[config.mk]
export PLATFORM = sky130hd
export DESIGN_NAME = serial_bank_mapper
export DESIGN_NICKNAME = d
export VERILOG_FILES = /design/src/rtl/mapper_pkg.sv /design/src/rtl/mapper_serial_loader.sv /design/src/rtl/mapper_bank_calc.sv /design/src/rtl/mapper_addr_xlate.sv /design/src/rtl/serial_bank_mapper.sv
export SDC_FILE = /design/constraint.sdc
export NUM_CORES = 1
export LEC_CHECK = 0
export BUFFER_PORTS_ARGS = -buffer_cell sky130_fd_sc_hd__buf_4
export CORE_AREA = 2 2 73 75
export DETAILED_ROUTE_END_ITERATION = 7
export DIE_AREA = 0 0 75 77
export GPL_TIMING_DRIVEN = 0
export PLACE_DENSITY = 0.84
export RECOVER_POWER = 100
export SYNTH_ARGS = -nofsm -noshare
export SYNTH_HDL_FRONTEND = slang
export SYNTH_SLANG_ARGS = --single-unit
[constraint.sdc]
create_clock -name clk -period 2.55 [get_ports clk]
set_input_delay 0.255 -clock clk [delete_from_list [all_inputs] [get_ports clk]]
set_output_delay 0.255 -clock clk [all_outputs]
set_load 0.005 [all_outputs]
[src/rtl/mapper_pkg.sv]
package mapper_pkg;

    typedef enum logic [1:0] {
        MIR_ONE_LOW  = 2'd0,
        MIR_ONE_HIGH = 2'd1,
        MIR_VERT     = 2'd2,
        MIR_HORZ     = 2'd3
    } mirror_e;

    typedef enum logic [1:0] {
        PRG_PAIR_A   = 2'd0,
        PRG_PAIR_B   = 2'd1,
        PRG_FIX_LOW  = 2'd2,
        PRG_FIX_HIGH = 2'd3
    } prg_layout_e;

    typedef enum logic [1:0] {
        TGT_CTRL = 2'd0,
        TGT_CHR0 = 2'd1,
        TGT_CHR1 = 2'd2,
        TGT_PRG  = 2'd3
    } target_e;

    // Control register field positions
    localparam int CTRL_CHR_SPLIT = 4;
    localparam int CTRL_LAYOUT_HI = 3;
    localparam int CTRL_LAYOUT_LO = 2;

    // Fixed address geometry
    localparam int PRG_PAGE_W = 14;
    localparam int CHR_PAGE_W = 12;
    localparam int NT_OFF_W   = 11;
    localparam int CPU_AW     = 16;
    localparam int PPU_AW     = 14;

endpackage

[src/rtl/mapper_serial_loader.sv]
module mapper_serial_loader #(
    parameter int SHIFT_W = 5,
    localparam int CNT_W  = $clog2(SHIFT_W + 1)
) (
    input  logic               wr_fire,
    input  logic               reset_bit,
    input  logic               data_bit,
    input  logic [SHIFT_W-1:0] shift_q,
    input  logic [CNT_W-1:0]   count_q,
    output logic [SHIFT_W-1:0] shift_d,
    output logic [CNT_W-1:0]   count_d,
    output logic               commit,
    output logic               loader_reset,
    output logic [SHIFT_W-1:0] commit_val
);
    localparam logic [CNT_W-1:0] FULL_COUNT = CNT_W'(SHIFT_W);

    logic [SHIFT_W-1:0] shifted;

    always_comb begin
        shifted      = {data_bit, shift_q[SHIFT_W-1:1]};
        shift_d      = shift_q;
        count_d      = count_q;
        commit       = 1'b0;
        loader_reset = 1'b0;
        commit_val   = shifted;
        if (wr_fire) begin
            if (reset_bit) begin
                shift_d      = '0;
                count_d      = FULL_COUNT;
                loader_reset = 1'b1;
            end else if (count_q == CNT_W'(1)) begin
                shift_d = '0;
                count_d = FULL_COUNT;
                commit  = 1'b1;
            end else begin
                shift_d = shifted;
                count_d = count_q - CNT_W'(1);
            end
        end
    end

endmodule

[src/rtl/mapper_bank_calc.sv]
module mapper_bank_calc
    import mapper_pkg::*;
#(
    parameter int SHIFT_W = 5
) (
    input  logic [SHIFT_W-1:0] ctrl,
    input  logic [SHIFT_W-1:0] chr0,
    input  logic [SHIFT_W-1:0] chr1,
    input  logic [SHIFT_W-1:0] prg,
    input  logic [SHIFT_W-1:0] last_bank,
    output logic [SHIFT_W-1:0] prg_lo,
    output logic [SHIFT_W-1:0] prg_hi,
    output logic [SHIFT_W-1:0] chr_lo,
    output logic [SHIFT_W-1:0] chr_hi,
    output mirror_e            mirror
);
    localparam logic [SHIFT_W-1:0] ODD_BIT = SHIFT_W'(1);

    prg_layout_e layout;

    always_comb begin
        mirror = mirror_e'(ctrl[1:0]);
        layout = prg_layout_e'(ctrl[CTRL_LAYOUT_HI:CTRL_LAYOUT_LO]);

        if (ctrl[CTRL_CHR_SPLIT]) begin
            chr_lo = chr0;
            chr_hi = chr1;
        end else begin
            chr_lo = chr0 & ~ODD_BIT;
            chr_hi = chr0 | ODD_BIT;
        end

        unique case (layout)
            PRG_FIX_LOW: begin
                prg_lo = '0;
                prg_hi = prg;
            end
            PRG_FIX_HIGH: begin
                prg_lo = prg;
                prg_hi = last_bank;
            end
            default: begin
                prg_lo = prg & ~ODD_BIT;
                prg_hi = prg | ODD_BIT;
            end
        endcase
    end

endmodule

[src/rtl/mapper_addr_xlate.sv]
module mapper_addr_xlate
    import mapper_pkg::*;
#(
    parameter int SHIFT_W     = 5,
    localparam int ROM_OFF_W  = SHIFT_W + PRG_PAGE_W,
    localparam int CHR_OFF_W  = SHIFT_W + CHR_PAGE_W
) (
    input  logic [PRG_PAGE_W:0]   cpu_low,
    input  logic [PPU_AW-2:0]     ppu_low,
    input  logic [SHIFT_W-1:0]    prg_lo,
    input  logic [SHIFT_W-1:0]    prg_hi,
    input  logic [SHIFT_W-1:0]    chr_lo,
    input  logic [SHIFT_W-1:0]    chr_hi,
    input  mirror_e               mirror,
    output logic [ROM_OFF_W-1:0]  rom_offset,
    output logic [CHR_OFF_W-1:0]  chr_offset,
    output logic [NT_OFF_W-1:0]   nt_offset
);
    logic [SHIFT_W-1:0] prg_sel;
    logic [SHIFT_W-1:0] chr_sel;
    logic               nt_page;

    always_comb begin
        prg_sel    = cpu_low[PRG_PAGE_W] ? prg_hi : prg_lo;
        rom_offset = {prg_sel, cpu_low[PRG_PAGE_W-1:0]};

        chr_sel    = ppu_low[CHR_PAGE_W] ? chr_hi : chr_lo;
        chr_offset = {chr_sel, ppu_low[CHR_PAGE_W-1:0]};

        unique case (mirror)
            MIR_ONE_LOW:  nt_page = 1'b0;
            MIR_ONE_HIGH: nt_page = 1'b1;
            MIR_VERT:     nt_page = ppu_low[NT_OFF_W-1];
            default:      nt_page = ppu_low[NT_OFF_W];
        endcase
        nt_offset = {nt_page, ppu_low[NT_OFF_W-2:0]};
    end

endmodule

[src/rtl/serial_bank_mapper.sv]
module serial_bank_mapper
    import mapper_pkg::*;
#(
    parameter int SHIFT_W     = 5,
    localparam int CNT_W      = $clog2(SHIFT_W + 1),
    localparam int ROM_OFF_W  = SHIFT_W + PRG_PAGE_W,
    localparam int CHR_OFF_W  = SHIFT_W + CHR_PAGE_W
) (
    input  logic                  clk,
    input  logic                  rst_n,
    input  logic                  wr_en,
    input  logic [CPU_AW-1:0]     cpu_addr,
    input  logic [7:0]            wr_data,
    input  logic [SHIFT_W:0]      prg_bank_count,
    input  logic [PPU_AW-1:0]     ppu_addr,
    output logic [SHIFT_W-1:0]    prg_bank_lo,
    output logic [SHIFT_W-1:0]    prg_bank_hi,
    output logic [SHIFT_W-1:0]    chr_bank_lo,
    output logic [SHIFT_W-1:0]    chr_bank_hi,
    output logic [1:0]            mirror_mode,
    output logic [ROM_OFF_W-1:0]  rom_offset,
    output logic [CHR_OFF_W-1:0]  chr_offset,
    output logic [NT_OFF_W-1:0]   nt_offset
);
    typedef struct packed {
        logic [SHIFT_W-1:0] shift;
        logic [CNT_W-1:0]   count;
        logic [SHIFT_W-1:0] ctrl;
        logic [SHIFT_W-1:0] chr0;
        logic [SHIFT_W-1:0] chr1;
        logic [SHIFT_W-1:0] prg;
        logic [SHIFT_W-1:0] win_prg_lo;
        logic [SHIFT_W-1:0] win_prg_hi;
        logic [SHIFT_W-1:0] win_chr_lo;
        logic [SHIFT_W-1:0] win_chr_hi;
        mirror_e            win_mirror;
    } state_t;

    localparam logic [SHIFT_W-1:0] CTRL_RESET =
        SHIFT_W'(2'b11) << CTRL_LAYOUT_LO;

    state_t state_d, state_q;

    logic               wr_fire;
    logic [SHIFT_W-1:0] ld_shift_d;
    logic [CNT_W-1:0]   ld_count_d;
    logic               ld_commit;
    logic               ld_reset;
    logic [SHIFT_W-1:0] ld_value;

    logic [SHIFT_W:0]   last_full;
    logic [SHIFT_W-1:0] calc_prg_lo, calc_prg_hi, calc_chr_lo, calc_chr_hi;
    mirror_e            calc_mirror;

    logic               unused_inputs;

    assign wr_fire       = wr_en & cpu_addr[CPU_AW-1];
    assign last_full     = prg_bank_count - (SHIFT_W+1)'(1);
    assign unused_inputs = ^{wr_data[6:1], last_full[SHIFT_W], ppu_addr[PPU_AW-1]};

    mapper_serial_loader #(.SHIFT_W(SHIFT_W)) u_loader (
        .wr_fire      (wr_fire),
        .reset_bit    (wr_data[7]),
        .data_bit     (wr_data[0]),
        .shift_q      (state_q.shift),
        .count_q      (state_q.count),
        .shift_d      (ld_shift_d),
        .count_d      (ld_count_d),
        .commit       (ld_commit),
        .loader_reset (ld_reset),
        .commit_val   (ld_value)
    );

    mapper_bank_calc #(.SHIFT_W(SHIFT_W)) u_calc (
        .ctrl      (state_q.ctrl),
        .chr0      (state_q.chr0),
        .chr1      (state_q.chr1),
        .prg       (state_q.prg),
        .last_bank (last_full[SHIFT_W-1:0]),
        .prg_lo    (calc_prg_lo),
        .prg_hi    (calc_prg_hi),
        .chr_lo    (calc_chr_lo),
        .chr_hi    (calc_chr_hi),
        .mirror    (calc_mirror)
    );

    mapper_addr_xlate #(.SHIFT_W(SHIFT_W)) u_xlate (
        .cpu_low    (cpu_addr[PRG_PAGE_W:0]),
        .ppu_low    (ppu_addr[PPU_AW-2:0]),
        .prg_lo     (state_q.win_prg_lo),
        .prg_hi     (state_q.win_prg_hi),
        .chr_lo     (state_q.win_chr_lo),
        .chr_hi     (state_q.win_chr_hi),
        .mirror     (state_q.win_mirror),
        .rom_offset (rom_offset),
        .chr_offset (chr_offset),
        .nt_offset  (nt_offset)
    );

    always_comb begin
        state_d       = state_q;
        state_d.shift = ld_shift_d;
        state_d.count = ld_count_d;

        if (ld_reset) begin
            state_d.ctrl = state_q.ctrl | CTRL_RESET;
        end

        if (ld_commit) begin
            unique case (target_e'(cpu_addr[PRG_PAGE_W:PRG_PAGE_W-1]))
                TGT_CTRL: state_d.ctrl = ld_value;
                TGT_CHR0: state_d.chr0 = ld_value;
                TGT_CHR1: state_d.chr1 = ld_value;
                default:  state_d.prg  = ld_value;
            endcase
        end

        // Window stage follows the registers one edge later
        state_d.win_prg_lo = calc_prg_lo;
        state_d.win_prg_hi = calc_prg_hi;
        state_d.win_chr_lo = calc_chr_lo;
        state_d.win_chr_hi = calc_chr_hi;
        state_d.win_mirror = calc_mirror;
    end

    always_ff @(posedge clk) begin
        if (!rst_n) begin
            state_q            <= '0;
            state_q.count      <= CNT_W'(SHIFT_W);
            state_q.ctrl       <= CTRL_RESET;
            state_q.win_mirror <= MIR_ONE_LOW;
        end else begin
            state_q <= state_d;
        end
    end

    assign prg_bank_lo = state_q.win_prg_lo;
    assign prg_bank_hi = state_q.win_prg_hi;
    assign chr_bank_lo = state_q.win_chr_lo;
    assign chr_bank_hi = state_q.win_chr_hi;
    assign mirror_mode = state_q.win_mirror;

endmodule

* Word level (Yosys, flattened, before mapping)
Index checks and enable logic that the tools add are counted.
** Cells by class
- $add $sub $neg :: 2
- $mul :: 0
- Divide/modulo/power cells :: 0
- Order comparisons :: 0
- Equality and inequality tests :: 7
- Shift-type cells :: 0
- Multiplexer cells :: 21
- Bitwise gates (word level) :: 2
- Reductions and logical operators :: 7
** Operators by type and width (number)
- $mux W5 :: 9
- $mux W20 :: 1
- $pmux W5 S2 :: 2
- $eq A2 B2 Y1 const B :: 4
- $reduce_and A2 Y1 :: 4
- $mux W3 :: 2
- $mux W1 :: 5
- $sub A5 B1 Y5 const B :: 1
- $eq A2 B1 Y1 const B :: 2
- $logic_not A2 Y1 :: 2
- $mux W4 :: 1
- $eq A3 B1 Y1 const B :: 1
- $pmux W1 S3 :: 1
- $reduce_or A3 Y1 :: 1
- $sub A3 B1 Y3 const B :: 1
- $and A1 B1 Y1 :: 1
- $not A1 Y1 :: 1
** Word-level totals
- Register bits :: 50
- Latch bits :: 0
- Bits in writable memories :: 0
- Bits in read-only memories :: 0
- Bits of input ports :: 47
- Output and inout port bits :: 69
- Logic and storage cells :: 51
- Memories kept :: 0

* Logic depth before layout (Yosys ltp)
Gate-level depths: netlist of the first run.
- Word-level depth :: 5
- Depth in mapped cells :: 6
- Mapped depth without buffers :: 5

* Cells and area by module
A second synthesis of the first run with hierarchy kept.
** Second synthesis, totals
- Cells, all modules :: 283
- Area, all modules :: 2697.6 um2
** Modules (own cells, without submodules)
- serial_bank_mapper :: times used 1, cells an instance 170, area each 1825.5 um2, seq. area each 1001.0 um2
- mapper_addr_xlate :: times used 1, cells an instance 50, area each 405.4 um2, seq. area each 0.0 um2
- mapper_serial_loader :: times used 1, cells an instance 38, area each 246.5 um2, seq. area each 0.0 um2
- mapper_bank_calc :: times used 1, cells an instance 25, area each 220.2 um2, seq. area each 0.0 um2

* Worst setup path after synthesis of the first run
OpenSTA, ideal clock, no wires.
- Kind :: flip-flop to flip-flop
- Start point :: register state_q[42] (netlist bit)
- End point :: register state_q[39] (netlist name)
- Library setup time :: 0.121 ns
- Data arrival time :: 1.611 ns
- Required time :: 2.429 ns
- Path slack :: 0.818 ns
- Stages on the path, launching flop included :: 6
- Buffers on the path :: 1
- Clock period less this slack :: 1.732 ns
- Cell sequence :: dfxtp_1 ha_1 nand2b_1 or4b_1 buf_2 mux2_4
** On the way
- Word-level cells in the longest chain between the ends :: 5
** RTL lines
- start: declaration :: line serial_bank_mapper.sv:42 : state_t state_d, state_q;
- start signal: assignment :: line serial_bank_mapper.sv:133 : state_q <= state_d;
- $eq A3 B1 Y1 :: line mapper_serial_loader.sv:32 : end else if (count_q == CNT_W'(1)) begin
- $mux W1 :: line mapper_serial_loader.sv:32
- $mux W1 :: line mapper_serial_loader.sv:28 : if (reset_bit) begin
- $mux W1 :: line mapper_serial_loader.sv:27 : if (wr_fire) begin
- $mux W20 :: line serial_bank_mapper.sv:109 : if (ld_commit) begin
No other way between the ends.
A chain may end at the register's enable or synchronous reset.

* Worst setup path in the final report of the first run
- Start point :: register state_q[42] (netlist bit)
- End point :: register state_q[40] (netlist name)
** On the way
- Word-level cells in the longest chain between the ends :: 5
** RTL lines (line)
- $eq A3 B1 Y1 :: mapper_serial_loader.sv:32
- $mux W1 :: mapper_serial_loader.sv:32
- $mux W1 :: mapper_serial_loader.sv:28
- $mux W1 :: mapper_serial_loader.sv:27
- $mux W20 :: serial_bank_mapper.sv:109
No other way between the ends.

==> reports/results.tsv, run 1 <==
stage	metric	value	unit
outcome	run status	completed	
die	# IOs	116	
yosys	largest family of logic cells by synthesized area	buffers and inverters	
grt	Total GRT Usage	15.7	%
cts	cts hold-fix bufs	0	
cts	CTS Buf Count	5	
finish	final design area excluding fillers	3180	um^2
finish	# fillers	431	
timing	setup violators final	0	
placement	port bufs	82	
die	DIE HEIGHT	77	um
grt	largest net degree at the start of global routing	15	
timing	RSZ-0062 raised after global routing	no	
yosys	YS warnings	0	
grt	vias in the first global route	1663	
setup_path	Critical Path Start	state_q[42]	
finish	most frequent cells in the layout	buf_4 (73), clkbuf_4 (63), dfxtp_1 (49)	
grt	grt ovf	0	
setup_path	R2R Setup Slk	0.55	ns
setup_path	Startpoint Class	flip-flop	
setup_path	R2R Path Start	state_q[42]	
finish	Layout Cells excl Fill	415	
drt	first-pass detailed-route iteration total	4	
timing	Clock Skew	0.00187	ns
setup_path	CP Class	flip-flop to flip-flop	
yosys	syn_area_per_cell	9.49	um^2
flow_run	Max Cap Violations	0	
drt	final WL	4690	um
drt	initial DRC count	67	
placement	Placer Congestion	0.845	
cts	clock root buffer	clkbuf_8	
drt	routed via count	1860	
yosys	syn_nets	305	
finish	Final nets	394	
drt	post-route ant nets	0	
die	Die W	75	um
placement	dpl cells	407	
yosys	Post-Syn Area	2420	um^2
finish	most common cell after layout, fill and taps aside	buf_4	
timing	Setup TNS	0	ns
cts	Skew-Pair Late Insertion Delay	0.30	ns
yosys	adder-cell share of the synthesized area	1.55	%
setup_path	CP required	2.74	ns
yosys	Synth Area in Compound Gates	5.89	%
power	Leak Pwr	0.00159	uW
yosys	Synth Instances	255	
timing	max_slew headroom	50.8	%
cts	TritonCTS clock tree	built	
die	# rows	26	
cts	CTS H-tree depth	2	
cts	Setup Fix Bufs, Post-CTS	0	
setup_path	Worst Path Max Fanout	7	
timing	final hold violations	0	
min_path	hold path start	prg_bank_count[4]	
cts	Longest Clk Path Bufs	2	
drt	vias per std cell	4.48	
yosys	asr flop ratio synth	0	%
drt	# DRC	0	
yosys	top_reg_cell synth	dfxtp_1	
die	area of the core	4980	um^2
die	Starting Density	48.6	%
timing	minimum clock period	2.00	ns
placement	dpl hpwl	3770	um
setup_path	Worst setup EP type	flip-flop	
yosys	EDFF count, synth	0	
yosys	multiplexer share of the synthesized area	15.0	%
power	VDD IR max	0.300	mV
placement	Post-DP Area	3120	um^2
finish	Area growth syn-to-layout	31.2	%
yosys	register area share after synthesis	40.5	%
cts	clk sink count	49	
setup_path	Data arrival, critical path	2.18	ns
yosys	Post-Synth Simple-Gate Area	13.9	%
yosys	#FFs+latches synth	49	
cts	Reg clk slew, reported paths	0.08	ns
min_path	HP Class	input port to flip-flop	
timing	Slew @ Worst Pin	0.733	ns
timing	max-slew violations	0	
grt	initial antenna violation count	0	
timing	fmax	0.501	GHz
cts	post-CTS sizing	0	
finish	n_diodes	0	
drt	WL/cell	11.3	um
die	full die area	5780	um^2
power	Power per Cell Area	440	nW/um^2
finish	proportion of layout cells with a drive suffix above 1	44.3	%
timing	period utilisation layout	78.4	%
yosys	Netlist cell types	30	
grt	first-pass GRT wire length	7180	um
yosys	XOR/XNOR Fraction of Synth Area	1.09	%
## state kept, by name, indices dropped and copies added, names as in the netlist
name,cells
chr_bank_hi,5
chr_bank_lo,5
mirror_mode,2
prg_bank_hi,5
prg_bank_lo,5
state_q,27
## final timing paths
path,to,depth (start not counted)
worst max-delay path,state_q[40],5
worst min-delay path,prg_bank_hi[4],3
worst max register to register,state_q[40],5
worst min register to register,mirror_mode[0],2
## synthesized netlist by cell type (2+ instances only)
cell type,n,area [um^2]
clkbuf_1,8,30.0
or3_1,2,12.5
a32oi_1,4,35.0
dfxtp_1,49,981
a21oi_1,4,20.0
mux2_2,10,113
buf_4,60,450
nor4bb_1,2,20.0
mux2i_1,22,220
xnor2_1,3,26.3
nand2b_1,3,18.8
mux2_4,2,30.0
o211a_1,2,20.0
ha_1,3,37.5
nand2_1,31,116
and3_1,4,25.0
a31oi_1,2,12.5
o21ai_0,5,25.0
a21boi_0,4,30.0
nand3_1,2,10.0
inv_1,13,48.8
nor2b_1,8,50.1
and2_1,5,31.3
## metal layers
layer | vias to the layer above | global-route usage, % | routed length, um
met2 | 64 | 27.4 | 2320
li1 | 962 | - | -
met5 | - | 0 | 0
met3 | 6 | 3.81 | 359
met4 | 0 | 5.18 | 58
met1 | 828 | 18.2 | 1960
## per-stage QoR
step / power (uW) / setup WS, ns / hold slack (ns) / utilization [%]
finish: 1400 / 0.552 / 0.246 / 63.8
global route: 1450 / 0.417 / 0.261 / 63.8
CTS: 1410 / 0.623 / 0.246 / 64.4
detailed placement: 993 / 0.683 / 0.436 / 62.7
global placement: 988 / 0.702 / 0.432 / 62.7
floorplan: 896 / 0.818 / 0.404 / -
## layout make-up
type	count	area [um^2]	share of cell area, %
sequential	49	981	30.9
clock buffer	7	76.3	2.40
inverter	13	48.8	1.54
buffer	69	484	15.2
tap	70	87.6	2.76
multi-input combinational	124	897	28.3
timing repair buffer	82	593	18.7
clock inverter	1	7.51	0.236
## worst max-delay path: stages, from the launching register on
cell and delay (ns):
dfxtp_1 0.37, ha_1 0.21, nand2b_1 0.19, or4b_1 0.55, clkbuf_1 0.21, mux2_1 0.35
## report_power, final
part           switching (uW)  internal [uW]  leakage, uW
combinational            68.6            119      0.00115
sequential               4.28            773     0.000397
clock                     239            194    0.0000385
total                     312           1090      0.00159
## kinds of logic (layout without fill, tap and decap cells)
| family | count (synthesis) | after routing |
|---|---|---|
| buf+inv | 82 | 172 |
| simple gates | 63 | 63 |
| xor+xnor | 3 | 3 |
| mux | 34 | 34 |
| fa+ha+maj | 3 | 3 |
| flops | 49 | 49 |
| compound gates | 21 | 21 |
(Power assumes the default switching activity.)
==> inputs of run 2 (changes only) <==
--- a/config.mk
+++ b/config.mk
@@ -6,11 +6,11 @@
 export NUM_CORES = 1
 export LEC_CHECK = 0
 export BUFFER_PORTS_ARGS = -buffer_cell sky130_fd_sc_hd__buf_4
-export CORE_AREA = 2 2 73 75
+export CORE_AREA = 2 2 76 78
 export DETAILED_ROUTE_END_ITERATION = 7
-export DIE_AREA = 0 0 75 77
+export DIE_AREA = 0 0 78 80
 export GPL_TIMING_DRIVEN = 0
-export PLACE_DENSITY = 0.84
+export PLACE_DENSITY = 0.78
 export RECOVER_POWER = 100
 export SYNTH_ARGS = -nofsm -noshare
 export SYNTH_HDL_FRONTEND = slang
==> constraint.sdc (replaced) <==
create_clock -name clk -period 1.9 [get_ports clk]
set_input_delay 0.19 -clock clk [delete_from_list [all_inputs] [get_ports clk]]
set_output_delay 0.19 -clock clk [all_outputs]
set_load 0.005 [all_outputs]
==> run 2 against run 1 <==
Clock power is 28% higher. Combinational power increased by 35%. Via count grew 1.3%. Power up 32%. Global-route usage shrank 0.57 points. Worst setup slack worse by 0.45 ns. Critical path depth did not move. Routed wire length decreased by 1.2%. Clock-buffer cell count shrank 2. Die area grew 8.1%. Sequential share of layout area fell by 0.18 points. Clock skew grew 0.00072 ns.
==> reports/results.tsv, run 2 (same netlist as run 1, synthesis figures left out) <==
stage	metric	value	unit	change
outcome	run status	completed		
drt	# DRC	0		unchanged
power	sw frac	22.0	%	-0.27 points
timing	minimum clock period	1.80	ns	-0.195 ns
flow_run	Max Cap Violations	0		unchanged
setup_path	R2R Setup Slk	0.1	ns	-0.45 ns
timing	Clock Skew	0.00259	ns	+0.000718 ns
drt	initial DRC count	67		unchanged
timing	Setup TNS	0	ns	unchanged
timing	RSZ-0062 raised after global routing	no		
timing	fmax	0.555	GHz	+11%
drt	vias per std cell	4.54		+1.3%
drt	WL/cell	11.2	um	-1.2%
grt	initial antenna violation count	0		unchanged
die	full die area	6240	um^2	+8.1%
power	Clock Power Share	29.9	%	-1.1 points
drt	routed via count	1885		+1.3%
cts	clk sink count	49		unchanged
finish	most frequent cells in the layout	buf_4 (73), clkbuf_4 (65), dfxtp_1 (49)		
die	# IOs	116		unchanged
power	Leak Pwr	0.00162	uW	+2.2%
die	DIE HEIGHT	80	um	+3.9%
die	Die W	78	um	+4.0%
placement	Placer Congestion	0.742		-12%
finish	Biggest register	state_q		
placement	dpl hpwl	3710	um	-1.5%
grt	first-pass GRT wire length	7470	um	+4.0%
setup_path	CP required	2.09	ns	-0.65 ns
cts	TritonCTS clock tree	built		
grt	largest net degree at the start of global routing	14		-1
min_path	HP Class	input port to flip-flop		
drt	final WL	4640	um	-1.2%
setup_path	CP Class	flip-flop to flip-flop		
cts	cts hold-fix bufs	0		unchanged
die	area of the core	5410	um^2	+8.6%
timing	max_slew headroom	47.4	%	-3.4 points
finish	max FFs per register	27		unchanged
power	Sequential Power Share	56.4	%	+0.8 points
finish	Area growth syn-to-layout	32.0	%	
cts	Longest Clk Path Bufs	2		unchanged
power	Int Power	1440	uW	+33%
cts	clock root buffer	clkbuf_8		
timing	Slew @ Worst Pin	0.783	ns	+0.0506 ns
power	Comb power frac	13.7	%	+0.3 points
drt	post-route ant nets	0		unchanged
power	Power per Cell Area	579	nW/um^2	+32%
die	Starting Density	44.8	%	-3.8 points
placement	port bufs	82		unchanged
timing	setup violators final	0		unchanged
setup_path	Startpoint Class	flip-flop		
cts	Skew-Pair Late Insertion Delay	0.30	ns	about the same
timing	max-slew violations	0		unchanged
die	# rows	27		+3.8%
grt	grt ovf	0		unchanged
cts	CTS H-tree depth	2		unchanged
grt	vias in the first global route	1658		-0.30%
timing	period utilisation layout	94.9	%	+17 points
power	Switching Power	408	uW	+31%
cts	Setup Fix Bufs, Post-CTS	0		unchanged
setup_path	Worst Path Max Fanout	7		unchanged
finish	Final nets	394		unchanged
cts	Reg clk slew, reported paths	0.08	ns	about the same
finish	most common cell after layout, fill and taps aside	buf_4		
power	Tot Pwr	1850	uW	+32%
power	VDD IR max	0.322	mV	+7.4%
drt	first-pass detailed-route iteration total	4		unchanged
cts	CTS Buf Count	5		unchanged
finish	# fillers	495		+15%
setup_path	Worst setup EP type	flip-flop		
finish	n_diodes	0		unchanged
finish	proportion of layout cells with a drive suffix above 1	46.6	%	+2.3 points
timing	final hold violations	0		unchanged
grt	Total GRT Usage	15.1	%	-0.57 points
setup_path	Data arrival, critical path	1.99	ns	-0.19 ns
[run 2: cell types whose count changed in the layout (fill, tap and decap cells not counted)]
cell,previous run,this run
nand2b_4,0,1
mux2_1,2,0
clkinv_2,0,1
clkinvlp_4,1,0
ha_1,3,2
mux2_4,0,2
ha_2,0,1
nand2b_1,3,2
clkbuf_4,63,65
clkbuf_1,17,12
buf_2,0,1
[run 2: critical path, stage by stage (launching register included)]
cell	delay (ns)
dfxtp_1	0.39
ha_2	0.24
nand2b_4	0.09
or4b_1	0.49
buf_2	0.18
mux2_4	0.30
[run 2: path summary, 6_finish.rpt]
kind | from | endpoint | cells after the start
worst max register to register | state_q[42] | state_q[40] | 5
worst max-delay path | state_q[42] | state_q[40] | 5
worst min-delay path | prg_bank_count[4] | prg_bank_hi[4] | 3
worst min register to register | state_q[38] | mirror_mode[1] | 2
[run 2: stage by stage]
stage	setup slack [ns]	std cells	area (um^2)	hold slack [ns]	utilization, %
detailed placement	0.0305	409	3130	0.441	57.8
CTS	0.0146	415	3200	0.180	59.2
global route	0.0333	415	3190	0.182	59.1
floorplan	0.168	255	2420	0.373	-
global placement	0.0519	409	3130	0.435	57.8
finish	0.0974	415	3190	0.182	59.1
[run 2: layer usage]
layer  track usage [%]  wire length [um]  vias to the layer above
met5                 0                 0                        -
met4              6.32                70                        0
met3              3.96               335                        7
met2              27.2              2370                       58
met1              16.9              1850                      864
li1                  -                 -                      956
[run 2: final cells by class]
type                       count  area, um^2  share of cell area [%]
clock inverter                 1        5.00                   0.157
inverter                      13        48.8                    1.53
tap                           72        90.1                    2.82
clock buffer                   5        68.8                    2.15
sequential                    49         981                    30.7
buffer                        69         485                    15.2
multi-input combinational    124         915                    28.6
timing repair buffer          82         601                    18.8
[run 2: timing repair]
item                                   4_1_cts  5_1_grt
endpoints found under the hold margin        0        0
resized for setup                            0        3
setup endpoints to repair                    0        7
[run 2: power by group through the flow]
stage | combinational (uW) | clock [uW] | sequential [uW]
2_1_floorplan | 137 | 0 | 1070
3_3_place_gp | 261 | 0 | 1070
3_5_place_dp | 264 | 0 | 1070
4_1_cts | 264 | 566 | 1040
5_1_grt | 276 | 616 | 1040
6_report | 254 | 553 | 1040
==> inputs of run 3 (changes only) <==
--- a/config.mk
+++ b/config.mk
@@ -6,12 +6,13 @@
 export NUM_CORES = 1
 export LEC_CHECK = 0
 export BUFFER_PORTS_ARGS = -buffer_cell sky130_fd_sc_hd__buf_4
-export CORE_AREA = 2 2 76 78
+export CORE_AREA = 2 2 78 80
 export DETAILED_ROUTE_END_ITERATION = 7
-export DIE_AREA = 0 0 78 80
+export DIE_AREA = 0 0 80 82
 export GPL_TIMING_DRIVEN = 0
-export PLACE_DENSITY = 0.78
+export PLACE_DENSITY = 0.8
 export RECOVER_POWER = 100
 export SYNTH_ARGS = -nofsm -noshare
 export SYNTH_HDL_FRONTEND = slang
+export SYNTH_HIERARCHICAL = 1
 export SYNTH_SLANG_ARGS = --single-unit
==> run 3 against run 2 <==
Via count up 3.9%. Register-to-register slack better by 0.16 ns. Clock power increased by 7.6%. Largest cell class unchanged. Critical path type unchanged.
==> reports/results.tsv, run 3 <==
stage	metric	value	unit	change
outcome	run status	completed		
timing	Clock Skew	0.0122	ns	+0.00962 ns
setup_path	slowest stage cell, crit path	nor3b_4		
setup_path	WP depth	4		-1
setup_path	delay-heaviest family, CP	simple AND/OR/NAND/NOR gates		
cts	TritonCTS clock tree	built		
grt	first-pass GRT wire length	7930	um	+6.2%
timing	Slew @ Worst Pin	0.394	ns	-0.389 ns
die	area of the core	5750	um^2	+6.3%
timing	RSZ-0062 raised after global routing	no		
drt	# DRC	0		unchanged
finish	Multi-input gate area	1030	um^2	+13%
setup_path	CP Class	flip-flop to flip-flop		
finish	Area growth syn-to-layout	28.7	%	
cts	Longest Clk Path Bufs	2		unchanged
placement	port bufs	82		unchanged
drt	routed via count	1959		+3.9%
drt	first-pass detailed-route iteration total	4		unchanged
power	VDD IR max	0.343	mV	+6.4%
grt	largest net degree at the start of global routing	14		unchanged
cts	Reg clk slew, reported paths	0.09	ns	about the same
timing	max-slew violations	0		unchanged
timing	period utilisation layout	86.6	%	-8.2 points
setup_path	critical-path cell list	ha_1, nor3b_2, nor3b_4, mux2i_1		
setup_path	Reg2Reg Depth	4		-1
grt	Total GRT Usage	15.2	%	+0.077 points
finish	proportion of layout cells with a drive suffix above 1	47.1	%	+0.49 points
yosys	Post-Syn Area	2660	um^2	+9.7%
yosys	YS warnings	6		+6
drt	vias per std cell	4.43		-2.4%
placement	pre-CTS setup slack	-0.102	ns	-0.132 ns
cts	Skew-Pair Late Insertion Delay	0.30	ns	about the same
finish	most common cell after layout, fill and taps aside	buf_4		
timing	WHS	0.127	ns	-0.0555 ns
setup_path	Startpoint Class	flip-flop		
drt	initial DRC count	50		-25%
drt	final WL	4870	um	+5.0%
timing	max_slew headroom	73.7	%	+26 points
cts	clk sink count	49		unchanged
die	Die W	80	um	+2.6%
finish	most frequent cells in the layout	buf_4 (78), clkbuf_4 (71), dfxtp_1 (49)		
die	full die area	6560	um^2	+5.1%
finish	max FFs per register	27		unchanged
setup_path	Data arrival, critical path	1.86	ns	-0.13 ns
finish	Final nets	417		+5.8%
placement	dpl hpwl	3870	um	+4.3%
power	Leak Pwr	0.00167	uW	+3.3%
finish	n_diodes	0		unchanged
die	DIE HEIGHT	82	um	+2.5%
drt	WL/cell	11.0	um	-1.4%
grt	grt ovf	0		unchanged
setup_path	Buf/Inv on CP	0		-1
finish	Biggest register	state_q		
grt	initial antenna violation count	0		unchanged
timing	setup violators final	0		unchanged
finish	# fillers	525		+6.1%
power	Power per Cell Area	557	nW/um^2	-3.8%
cts	CTS H-tree depth	2		unchanged
setup_path	CP required	2.12	ns	+0.03 ns
grt	vias in the first global route	1819		+9.7%
min_path	HP Class	input port to flip-flop		
flow_run	Max Cap Violations	0		unchanged
die	# IOs	116		unchanged
cts	Setup Fix Bufs, Post-CTS	0		unchanged
setup_path	Worst setup EP type	flip-flop		
timing	minimum clock period	1.65	ns	-0.156 ns
placement	Placer Congestion	0.823		+11%
die	# rows	28		+3.7%
setup_path	Worst Path Max Fanout	5		-2
yosys	syn_nets	328		+7.5%
setup_path	CP max stage delay	0.43	ns	-0.06 ns
yosys	Synth Instances	278		+9.0%
yosys	syn_area_per_cell	9.55	um^2	+0.64%
min_path	worst hold path depth	2		-1
timing	final hold violations	0		unchanged
cts	clock root buffer	clkbuf_8		
cts	CTS Buf Count	5		unchanged
cts	cts hold-fix bufs	0		unchanged
timing	fmax	0.607	GHz	+9.5%
timing	Final WS setup	0.254	ns	+0.156 ns
die	Starting Density	46.2	%	+1.4 points
finish	Reg area	981	um^2	unchanged
drt	post-route ant nets	0		unchanged
## run 3: worst paths after layout
path                                  start           to  slack [ns]
worst max register to register  state_q[42]  state_q[40]        0.25
worst min-delay path                  rst_n  state_q[44]        0.13
worst max-delay path            state_q[42]  state_q[40]        0.25
worst min register to register  state_q[37]  state_q[37]        0.46
## run 3: per-layer routing
layer | track usage, % | routed length (um) | vias up
li1 | - | - | 1001
met1 | 16.7 | 2000 | 882
met2 | 29.1 | 2460 | 72
met3 | 2.86 | 370 | 4
met4 | 5.08 | 35 | 0
met5 | 0 | 0 | -
## run 3: power breakdown
group	internal [uW]	switching (uW)	total, uW
registers	1040	5.64	1040
clock network	289	306	595
logic	171	94.1	266
total	1500	406	1900
## run 3: stage by stage
| step | total power (uW) | TNS (ns) | std cells | utilization, % | cell area [um^2] |
|---|---|---|---|---|---|
| 5_1_grt | 1970 | 0 | 442 | 59.5 | 3420 |
| 2_1_floorplan | 1220 | 0 | 278 | - | 2660 |
| 3_5_place_dp | 1350 | -0.410 | 435 | 58.6 | 3360 |
| 3_3_place_gp | 1340 | -0.0148 | 435 | 58.6 | 3360 |
| 6_report | 1900 | 0 | 442 | 59.5 | 3420 |
| 4_1_cts | 1930 | 0 | 442 | 60.1 | 3460 |
## run 3: timing repair
item	CTS	global route
endpoints found under the setup margin	5	0
hold endpoints to repair	0	0
gates resized for setup	1	0
## run 3: worst register-to-register path, delay by kind of cell, from the launching register on
family | cells | cell delay (ns)
muxes | 1 | 0.24
and+or+nand+nor | 2 | 0.75
adders and majority gates | 1 | 0.20
DFF | 1 | 0.38
## run 3: layout make-up
| class | count | area share [%] |
|---|---|---|
| inverter | 10 | 1.10 |
| sequential | 49 | 28.7 |
| timing repair buffer | 82 | 17.6 |
| tap | 75 | 2.75 |
| multi-input combinational | 140 | 30.3 |
| buffer | 79 | 17.0 |
| clock buffer | 7 | 2.53 |
